**src/rtl/bfc_pkg.sv**
```systemverilog
package bfc_pkg;
   localparam int N_FLT  = 4;
   localparam int SEL_W  = 3;
   localparam int ADDR_W = 2;

   localparam int FLT_OCD  = 0;
   localparam int FLT_SCC  = 1;
   localparam int FLT_SCD1 = 2;
   localparam int FLT_SCD2 = 3;

   localparam logic [ADDR_W-1:0] ADR_CTL  = 2'd0;
   localparam logic [ADDR_W-1:0] ADR_SELA = 2'd1;
   localparam logic [ADDR_W-1:0] ADR_STAT = 2'd3;

   typedef enum logic {
      QUAL_PERSIST,
      QUAL_BLANK
   } qual_mode_e;
endpackage

```
**src/rtl/bfc_qual.sv**
```systemverilog
module bfc_qual
   import bfc_pkg::*;
#(
   parameter qual_mode_e MODE  = QUAL_PERSIST,
   parameter int         UNIT  = 1,
   parameter int         SEL_BITS = SEL_W
) (
   input  logic                clk,
   input  logic                rst_n,
   input  logic                tick,
   input  logic                flag,
   input  logic [SEL_BITS-1:0] sel,
   output logic                qual
);
   localparam int MAX_TICKS = (1 << SEL_BITS) * UNIT;
   localparam int CNT_W     = $clog2(MAX_TICKS + 1);

   generate
      if (UNIT < 1) begin : g_bad_unit
         $error("bfc_qual: UNIT must be at least 1");
      end
   endgenerate

   logic [CNT_W-1:0] cnt_q;
   logic [CNT_W-1:0] lim;

   generate
      if (MODE == QUAL_PERSIST) begin : g_persist
         always_comb lim = CNT_W'((int'(sel) + 1) * UNIT);

         always_ff @(posedge clk or negedge rst_n) begin
            if (!rst_n)                     cnt_q <= '0;
            else if (!flag)                 cnt_q <= '0;
            else if (tick && (cnt_q < lim)) cnt_q <= cnt_q + 1'b1;
         end

         assign qual = flag && (cnt_q == lim);
      end else begin : g_blank
         typedef enum logic [1:0] {B_IDLE, B_WIN, B_ARM} bst_e;
         bst_e st_q;

         always_comb lim = CNT_W'(int'(sel) * UNIT);

         always_ff @(posedge clk or negedge rst_n) begin
            if (!rst_n) begin
               st_q  <= B_IDLE;
               cnt_q <= '0;
            end else begin
               case (st_q)
                  B_IDLE: begin
                     cnt_q <= '0;
                     if (flag) st_q <= (lim == '0) ? B_ARM : B_WIN;
                  end
                  B_WIN: begin
                     if (cnt_q == lim)  st_q <= flag ? B_ARM : B_IDLE;
                     else if (tick)     cnt_q <= cnt_q + 1'b1;
                  end
                  B_ARM: begin
                     if (!flag) st_q <= B_IDLE;
                  end
                  default: st_q <= B_IDLE;
               endcase
            end
         end

         assign qual = (st_q == B_ARM) && flag;
      end
   endgenerate
endmodule

```
**src/rtl/bfc_status.sv**
```systemverilog
module bfc_status #(
   parameter int N = 4
) (
   input  logic         clk,
   input  logic         rst_n,
   input  logic [N-1:0] set,
   input  logic [N-1:0] clr_req,
   input  logic [N-1:0] flag,
   output logic [N-1:0] stat
);
   generate
      if (N < 1) begin : g_bad_n
         $error("bfc_status: N must be at least 1");
      end
      for (genvar i = 0; i < N; i++) begin : g_bit
         always_ff @(posedge clk or negedge rst_n) begin
            if (!rst_n)                      stat[i] <= 1'b0;
            else if (set[i])                 stat[i] <= 1'b1;
            else if (clr_req[i] && !flag[i]) stat[i] <= 1'b0;
         end
      end
   endgenerate
endmodule

```
**src/rtl/bfc_regs.sv**
```systemverilog
module bfc_regs
   import bfc_pkg::*;
#(
   parameter int DATA_W = 8
) (
   input  logic                          clk,
   input  logic                          rst_n,
   input  logic                          wr,
   input  logic [ADDR_W-1:0]             addr,
   input  logic [DATA_W-1:0]             wdata,
   input  logic [N_FLT-1:0]              stat,
   output logic                          ctl_chg,
   output logic                          ctl_dsg,
   output logic [N_FLT-1:0][SEL_W-1:0]   sel,
   output logic [N_FLT-1:0]              clr_req,
   output logic [DATA_W-1:0]             rdata
);
   localparam int SLOT_W = 4;

   generate
      if (DATA_W < 2 * SLOT_W) begin : g_bad_width
         $error("bfc_regs: DATA_W must hold two select slots");
      end
   endgenerate

   always_ff @(posedge clk or negedge rst_n) begin
      if (!rst_n) begin
         ctl_chg <= 1'b0;
         ctl_dsg <= 1'b0;
      end else if (wr && addr == ADR_CTL) begin
         ctl_chg <= wdata[0];
         ctl_dsg <= wdata[1];
      end
   end

   generate
      for (genvar i = 0; i < N_FLT; i++) begin : g_sel
         localparam logic [ADDR_W-1:0] MY_ADR = ADDR_W'(int'(ADR_SELA) + i / 2);
         localparam int                MY_OFS = (i % 2) * SLOT_W;
         always_ff @(posedge clk or negedge rst_n) begin
            if (!rst_n)                    sel[i] <= '0;
            else if (wr && addr == MY_ADR) sel[i] <= wdata[MY_OFS +: SEL_W];
         end
      end
   endgenerate

   always_comb begin
      for (int i = 0; i < N_FLT; i++)
         clr_req[i] = wr && (addr == ADR_STAT) && wdata[i];
   end

   always_comb begin
      rdata = '0;
      if (addr == ADR_CTL) begin
         rdata[0] = ctl_chg;
         rdata[1] = ctl_dsg;
      end else if (addr == ADR_STAT) begin
         rdata[N_FLT-1:0] = stat;
      end else begin
         for (int i = 0; i < N_FLT; i++) begin
            if (addr == ADDR_W'(int'(ADR_SELA) + i / 2))
               rdata[(i % 2) * SLOT_W +: SEL_W] = sel[i];
         end
      end
   end
endmodule

```
**src/rtl/batt_fault_ctrl.sv**
```systemverilog
module batt_fault_ctrl
   import bfc_pkg::*;
#(
   parameter int DATA_W    = 8,
   parameter int OCD_UNIT  = 2,
   parameter int SCC_UNIT  = 1,
   parameter int SCD1_UNIT = 1,
   parameter int SCD2_UNIT = 2
) (
   input  logic              clk,
   input  logic              rst_n,
   input  logic              tick_i,
   input  logic              ocd_flag_i,
   input  logic              scc_flag_i,
   input  logic              scd1_flag_i,
   input  logic              scd2_flag_i,
   input  logic              reg_wr_i,
   input  logic [1:0]        reg_addr_i,
   input  logic [DATA_W-1:0] reg_wdata_i,
   output logic [DATA_W-1:0] reg_rdata_o,
   output logic              chg_en_o,
   output logic              dsg_en_o
);
   localparam int UNITS [N_FLT] = '{OCD_UNIT, SCC_UNIT, SCD1_UNIT, SCD2_UNIT};

   logic [N_FLT-1:0]            flag_vec;
   logic [N_FLT-1:0]            qual_vec;
   logic [N_FLT-1:0]            clr_req;
   logic [N_FLT-1:0]            stat_q;
   logic [N_FLT-1:0][SEL_W-1:0] sel_q;
   logic                        ctl_chg;
   logic                        ctl_dsg;

   assign flag_vec[FLT_OCD]  = ocd_flag_i;
   assign flag_vec[FLT_SCC]  = scc_flag_i;
   assign flag_vec[FLT_SCD1] = scd1_flag_i;
   assign flag_vec[FLT_SCD2] = scd2_flag_i;

   bfc_regs #(.DATA_W(DATA_W)) i_regs (
      .clk     (clk),
      .rst_n   (rst_n),
      .wr      (reg_wr_i),
      .addr    (reg_addr_i),
      .wdata   (reg_wdata_i),
      .stat    (stat_q),
      .ctl_chg (ctl_chg),
      .ctl_dsg (ctl_dsg),
      .sel     (sel_q),
      .clr_req (clr_req),
      .rdata   (reg_rdata_o)
   );

   generate
      for (genvar i = 0; i < N_FLT; i++) begin : g_qual
         bfc_qual #(
            .MODE     ((i == FLT_OCD) ? QUAL_PERSIST : QUAL_BLANK),
            .UNIT     (UNITS[i]),
            .SEL_BITS (SEL_W)
         ) i_qual (
            .clk   (clk),
            .rst_n (rst_n),
            .tick  (tick_i),
            .flag  (flag_vec[i]),
            .sel   (sel_q[i]),
            .qual  (qual_vec[i])
         );
      end
   endgenerate

   bfc_status #(.N(N_FLT)) i_status (
      .clk     (clk),
      .rst_n   (rst_n),
      .set     (qual_vec),
      .clr_req (clr_req),
      .flag    (flag_vec),
      .stat    (stat_q)
   );

   assign chg_en_o = ctl_chg && (stat_q == '0);
   assign dsg_en_o = ctl_dsg && (stat_q == '0);
endmodule

```
**config.mk**
```make
export PLATFORM = sky130hd
export DESIGN_NAME = batt_fault_ctrl
export DESIGN_NICKNAME = d
export VERILOG_FILES = /design/src/rtl/bfc_pkg.sv /design/src/rtl/bfc_qual.sv /design/src/rtl/bfc_status.sv /design/src/rtl/bfc_regs.sv /design/src/rtl/batt_fault_ctrl.sv
export SDC_FILE = /design/constraint.sdc
export NUM_CORES = 1
export LEC_CHECK = 0
export BUFFER_PORTS_ARGS = -buffer_cell sky130_fd_sc_hd__buf_2
export CORE_MARGIN = 3
export CORE_UTILIZATION = 25
export CTS_CLUSTER_SIZE = 14
export DETAILED_ROUTE_END_ITERATION = 16
export HOLD_SLACK_MARGIN = 0.02
export PLACE_DENSITY_LB_ADDON = 0.08
export SLEW_MARGIN = 25
export SYNTH_ARGS = -nofsm -noshare
export SYNTH_HDL_FRONTEND = slang
export SYNTH_SLANG_ARGS = --single-unit
```
**constraint.sdc**
```tcl
create_clock -name clk -period 2 [get_ports clk]
set_input_delay 0.1 -clock clk [delete_from_list [all_inputs] [get_ports clk]]
set_output_delay 0.1 -clock clk [all_outputs]
set_load 0.03 [all_outputs]
```
; ---- Yosys cells after proc, flatten, opt, wreduce, memory -nomap -nowiden
; Index checks and enable logic that the tools add are counted.
[totals]
regBits = 42
input_bits = 18
out_inout_bits = 10
wordCells = 142
[op_classes]
n_addsub = 5
order_cmp = 1
n_eq_ne = 29
mux = 46
reduce_logical = 44
[ops]
columns = op, n
row1 = $mux W2, 16
row2 = $mux W5, 5
row3 = $ne A2 B2 Y1 const B, 12
row4 = $logic_and A1 B1 Y1, 19
row5 = $mux W3, 6
row6 = $pmux W2 S3, 3
row7 = $reduce_and A3 Y1, 6
row8 = $mux W4, 4
row9 = $pmux W4 S2, 2
row10 = $reduce_bool A2 Y1, 7
row11 = $logic_not A4 Y1, 3
row12 = $add A5 B1 Y5 const B, 2
row13 = $eq A2 B2 Y1 const B, 5
row14 = $pmux W5 S2, 1
row15 = $mux W1, 9
row16 = $add A4 B1 Y4 const B, 2
row17 = $eq A2 B1 Y1 const B, 4
row18 = $eq A4 B3 Y1, 2
row19 = $logic_not A2 Y1, 4
row20 = $ne A2 B1 Y1 const B, 4
row21 = $eq A5 B4 Y1, 1
row22 = $eq A5 B5 Y1, 1
row23 = $logic_not A5 Y1, 1
row24 = $lt A5 B5 Y1, 1
row25 = 2 further kinds, 5

; ---- Longest topological paths before layout
[logic_depth]
ltp_word = 6
depth_mapped = 7
depth_no_buf = 7

; ---- Cells and area by module
; Synthesis repeated with hierarchy kept, for this count alone.
[unflattened]
cells_unflattened = 234
hier_area_um2 = 2529.9
[by_module_without_submodules]
columns = module, instances, cells_per_inst, area_each_um2, seq_area_each_um2
row1 = bfc_regs, 1, 50, 743.2, 350.3
row2 = bfc_qual at g_qual[3].i_qual, 1, 46, 436.7, 175.2
row3 = bfc_qual at g_qual[0].i_qual, 1, 41, 401.6, 125.1
row4 = bfc_qual at g_qual[2].i_qual, 1, 41, 391.6, 150.1
row5 = bfc_qual at g_qual[1].i_qual, 1, 41, 376.6, 150.1
row6 = bfc_status, 1, 12, 155.1, 100.1
row7 = batt_fault_ctrl, 1, 3, 25.0, 0.0

; ---- Worst setup path after synthesis
; Ideal clock, no wire load.
[synth_timing]
kind = register -> register
startpoint = register i_regs.sel[0] (netlist name)
endpoint = register g_qual[0].i_qual.cnt_q[3]
setup_ns = 0.077
arrival_time_ns = 1.907
t_required_ns = 1.923
path_slack_ns = 0.015
stages_incl_launch_ff = 8
path_buffers = 0
synth_period_minus_slack_ns = 1.985
path_cell_list = dfrtp_1 ha_1 xnor2_1 ha_1 o21ai_0 a21oi_1 or4_1 a21oi_1
[synth_via]
elab_chain_cells = 4
[synth_lines]
columns = element, line
row1 = "start, declared", bfc_regs.sv:14  ; output logic [N_FLT-1:0][SEL_W-1:0] sel,
row2 = "start signal, assigned by index", bfc_regs.sv:42  ; else if (wr && addr == MY_ADR) sel[i] <= wdata[MY_OFS +: SEL_W];
row3 = $add A3 B1 Y4, bfc_qual.sv:29  ; always_comb lim = CNT_W'((int'(sel) + 1) * UNIT);
row4 = $lt A5 B5 Y1, bfc_qual.sv:34  ; else if (tick && (cnt_q < lim)) cnt_q <= cnt_q + 1'b1;
row5 = $logic_and A1 B1 Y1, bfc_qual.sv:34
row6 = $ne A2 B1 Y1 (no line), n/a
row7 = "end signal, assigned", bfc_qual.sv:34
row8 = "end, declared", bfc_qual.sv:24  ; logic [CNT_W-1:0] cnt_q;
; Every way passes these cells.
; A chain may end at the register's enable or synchronous reset.

; ---- Worst setup path after layout
[layout_timing]
startpoint = register i_regs.sel[0] (netlist name)
endpoint = register g_qual[0].i_qual.cnt_q[0]
; The elaborated chain is that of the path after synthesis.

==> results.txt <==
Outcome -> finished clean
First-pass GRT wire length -> 10200 um
Initial antenna violation count -> 0
GPL Wtd Cong -> 0.768
Critical Path Sink Type -> flop
Ys Warns -> 0
Number of core rows -> 35
Critical Path Source -> i_regs.sel[0]$_DFFE_PN0P_
CTS max path bufs -> 2
Largest cells by area after synthesis -> dfrtp_1 44%, mux2_2 7.5%, ha_1 4.7%, a21oi_1 3.1%, o21ai_0 2.9%
Drt initial violations -> 33
Die X -> 104 um
Diodes inserted -> 0
GRT Resource Usage Total -> 11.6%
Net Sw Power -> 1.16 mW
DP Worst Slack -> -60.3 ps
Worst EP arrival -> 2200 ps
Total Neg Setup Slack -> 0 ps
CTS sink count -> 42
Nets -> 298
Largest net degree at the start of global routing -> 24
Final hold vios -> 0
Syn_nets -> 265
Post-synth top area cell -> dfrtp_1
Post-synth top area share -> 43.7%
Seq/Total Area, Yosys -> 43.7%
Slew Limit Fails -> 0
Synth unique cells -> 41
Fmax -> 508 MHz
Share of layout cells above drive strength 1 -> 26.8%
Crit-path slowest cell -> dfrtp_1
CTS clock-pin slew for the worst setup and hold paths -> 90 ps
Switching share of power -> 37.7%
Reg area -> 1050 um2
Top Ports -> 28
CTS root buffer -> clkbuf_8
Drc violations -> 0
Core region area -> 9280 um2
Final Util -> 31.3%
Startpoint types -> flop
DRT Wirelength -> 6080 um
Vias in the first global route -> 1971
Hold wc startpoint -> ocd_flag_i
Full die area -> 10800 um2
Max-cap violations -> 0
Starting Density -> 25.9%
Fillers -> 1006
P&R area growth vs syn -> 20.8%
Grt ovf -> 0
Port-buffer cells -> 25
Clock network power share -> 22.6%
Worst skew pair latency -> 300 ps
Internal Power -> 1.92 mW
Commonest non-fill, non-tap cell in the layout -> dfrtp_1
Post-Syn Area -> 2410 um2
Final setup viols -> 0
Slew @ Worst Pin -> 529 ps
R2R Path Start -> i_regs.sel[0]$_DFFE_PN0P_
Setup ws final -> 32.5 ps
Final ANT Viol Nets -> 0
Multi-input gate area -> 1310 um2
Wire per inst -> 15.2 um
Pwr Density -> 1060 nW/um2
First-pass iteration count of the detailed router -> 4
Seq cells post-synth -> 42
Worst EP required -> 2230 ps
CP cell instances -> ha_2 > xnor2_1 > ha_1 > o21ai_2 > a21oi_4 > buf_4 > or3_1 > a21oi_2
Lkg Pwr -> 1.27 nW
Period Utilization, post-route -> 98.4%
TritonCTS clock tree -> built
Sequential fraction of design power -> 44.2%
Worst vdd ir -> 443 uV
Crit-path max FO -> 7
HP Class -> input pin to flop
Combinational share of power -> 33.2%
CTS Buf Count -> 5
RSZ-0062 raised after global routing -> yes
Setup Skew -> 9.18 ps
Min Tclk post-route -> 1970 ps
Syn_area_per_cell -> 10.1 um2
Most frequent cells in the layout -> 42 x dfrtp_1, 25 x buf_2, 16 x mux2_2, 15 x nand2_1, 13 x o21ai_0
Vias per cell -> 4.77
Die height -> 104 um
Slew margin rel. -> 64.7%
CP peak stage delay -> 390 ps
CTS H-tree lvls -> 2
Mapped Cells -> 238
Hpwl dp -> 4470 um
Via count -> 1913
Crit Path Class -> flop to flop
## final timing paths
path / to / slack (ps) / depth (start not counted)
min in group asynchronous: g_qual[2].i_qual.cnt_q[1]$_DFFE_PN0P_ / 300 / 2
setup / recovery: g_qual[0].i_qual.cnt_q[0]$_DFFE_PN0P_ / 30 / 8
hold reg to reg: i_status.stat[3]$_DFFE_PN0P_ / 550 / 2
hold / removal: i_status.stat[0]$_DFFE_PN0P_ / 30 / 3
max in group asynchronous: g_qual[1].i_qual.cnt_q[1]$_DFFE_PN0P_ / 1180 / 3
setup reg to reg: g_qual[0].i_qual.cnt_q[0]$_DFFE_PN0P_ / 30 / 8
## power groups by stage
stage                     clock network [mW]  logic (mW)  registers, mW
after floorplan                            0       0.796           1.21
after global placement                     0       0.978           1.38
after detailed placement                   0       0.984           1.38
after CTS                              0.731        1.00           1.36
after global routing                   0.762        1.16           1.41
final                                  0.696        1.02           1.36
## what timing repair did
item / in CTS / in global routing
setup endpoints to repair: 5 / 5
resized for setup: 2 / 7
hold endpoints to repair: 19 / 0
pin swaps: 1 / 5
buffers inserted: 1 / 2
hold buffers: 1 / 0
## sequential cells by signal, indices dropped and copies added, names as in the netlist
register	count
g_qual.i_qual.cnt_q	18
i_regs.sel	12
i_regs.ctl_chg	1
i_status.stat	4
i_regs.ctl_dsg	1
g_qual.i_qual.g_blank.st_q	6
## Yosys cell counts
cell and count:
a22oi_1 2, nor3_1 5, ha_1 9, or4_1 5
conb_1 1, nor2b_1 8, buf_4 1, and4b_1 3
nor4b_1 1, nor2_1 11, nand3_1 5, and3_1 4
xnor2_1 4, mux4_2 2, a211oi_1 1, o311a_1 3
o211ai_1 4, nand4_1 8, or3b_2 2, clkbuf_1 8
dfrtp_1 42, nand2_1 15, xor2_1 6, inv_1 7
or3_1 1, mux2i_1 1, nor4_1 1, a31oi_1 2
o21ai_0 14, and2_1 3, nand3b_1 3, o31ai_1 4
a21oi_1 15, buf_2 4, mux2_2 16, a41o_1 1
a22o_1 7, nor3_2 1, nor3b_1 3, a221o_1 2
nand2b_1 3
## critical path, delay by kind of cell, from the launching register on
kind	cells	cell delay, ps
XOR/XNOR	1	120
flip-flops	1	390
buffers and inverters	1	150
adder cells (fa/ha/maj)	2	500
AO/OA/AOI/OAI	3	380
AND/OR/NAND/NOR	1	360
## metal layers
metal / routed length [um] / part of all wire (%) / vias to the layer above / track usage [%]
met3: 184 / 3.0 / 2 / 2.61
met5: 0 / 0 / - / 0
met1: 3110 / 51 / 929 / 16.7
met4: 14 / 0.23 / 0 / 2.85
li1: - / - / 952 / -
met2: 2770 / 46 / 30 / 17.5
## through the flow
stage / hold WS (ps) / power [mW] / area (um2) / cells
finish: 30.0 / 3.08 / 2910 / 401
detailed placement: 122 / 2.36 / 2720 / 389
CTS: 22.3 / 3.09 / 2860 / 399
global placement: 115 / 2.36 / 2720 / 389
global route: 41.6 / 3.34 / 2910 / 401
floorplan: -196 / 2.01 / 2410 / 238
## final cells by class
| cell class | count | area share [%] |
|---|---|---|
| clock buffers | 6 | 2.50 |
| clock inverters | 2 | 1.29 |
| inverters | 7 | 0.904 |
| multi-input cells | 176 | 45.2 |
| flip-flops and latches | 42 | 36.1 |
| well taps | 129 | 5.55 |
| repair buffers | 39 | 8.43 |
## cells by family after synthesis
| logic type | Yosys count | synth area share, % |
|---|---|---|
| AND/OR/NAND/NOR | 82 | 19.6 |
| AO/OA/AOI/OAI | 55 | 15.0 |
| flip-flops | 42 | 43.7 |
| buffers and inverters | 20 | 3.48 |
| multiplexers | 19 | 9.77 |
| XOR/XNOR | 10 | 3.64 |
| adder cells (fa/ha/maj) | 9 | 4.68 |
| other | 1 | 0.156 |
Note: power is estimated with default switching activity, not from simulation.
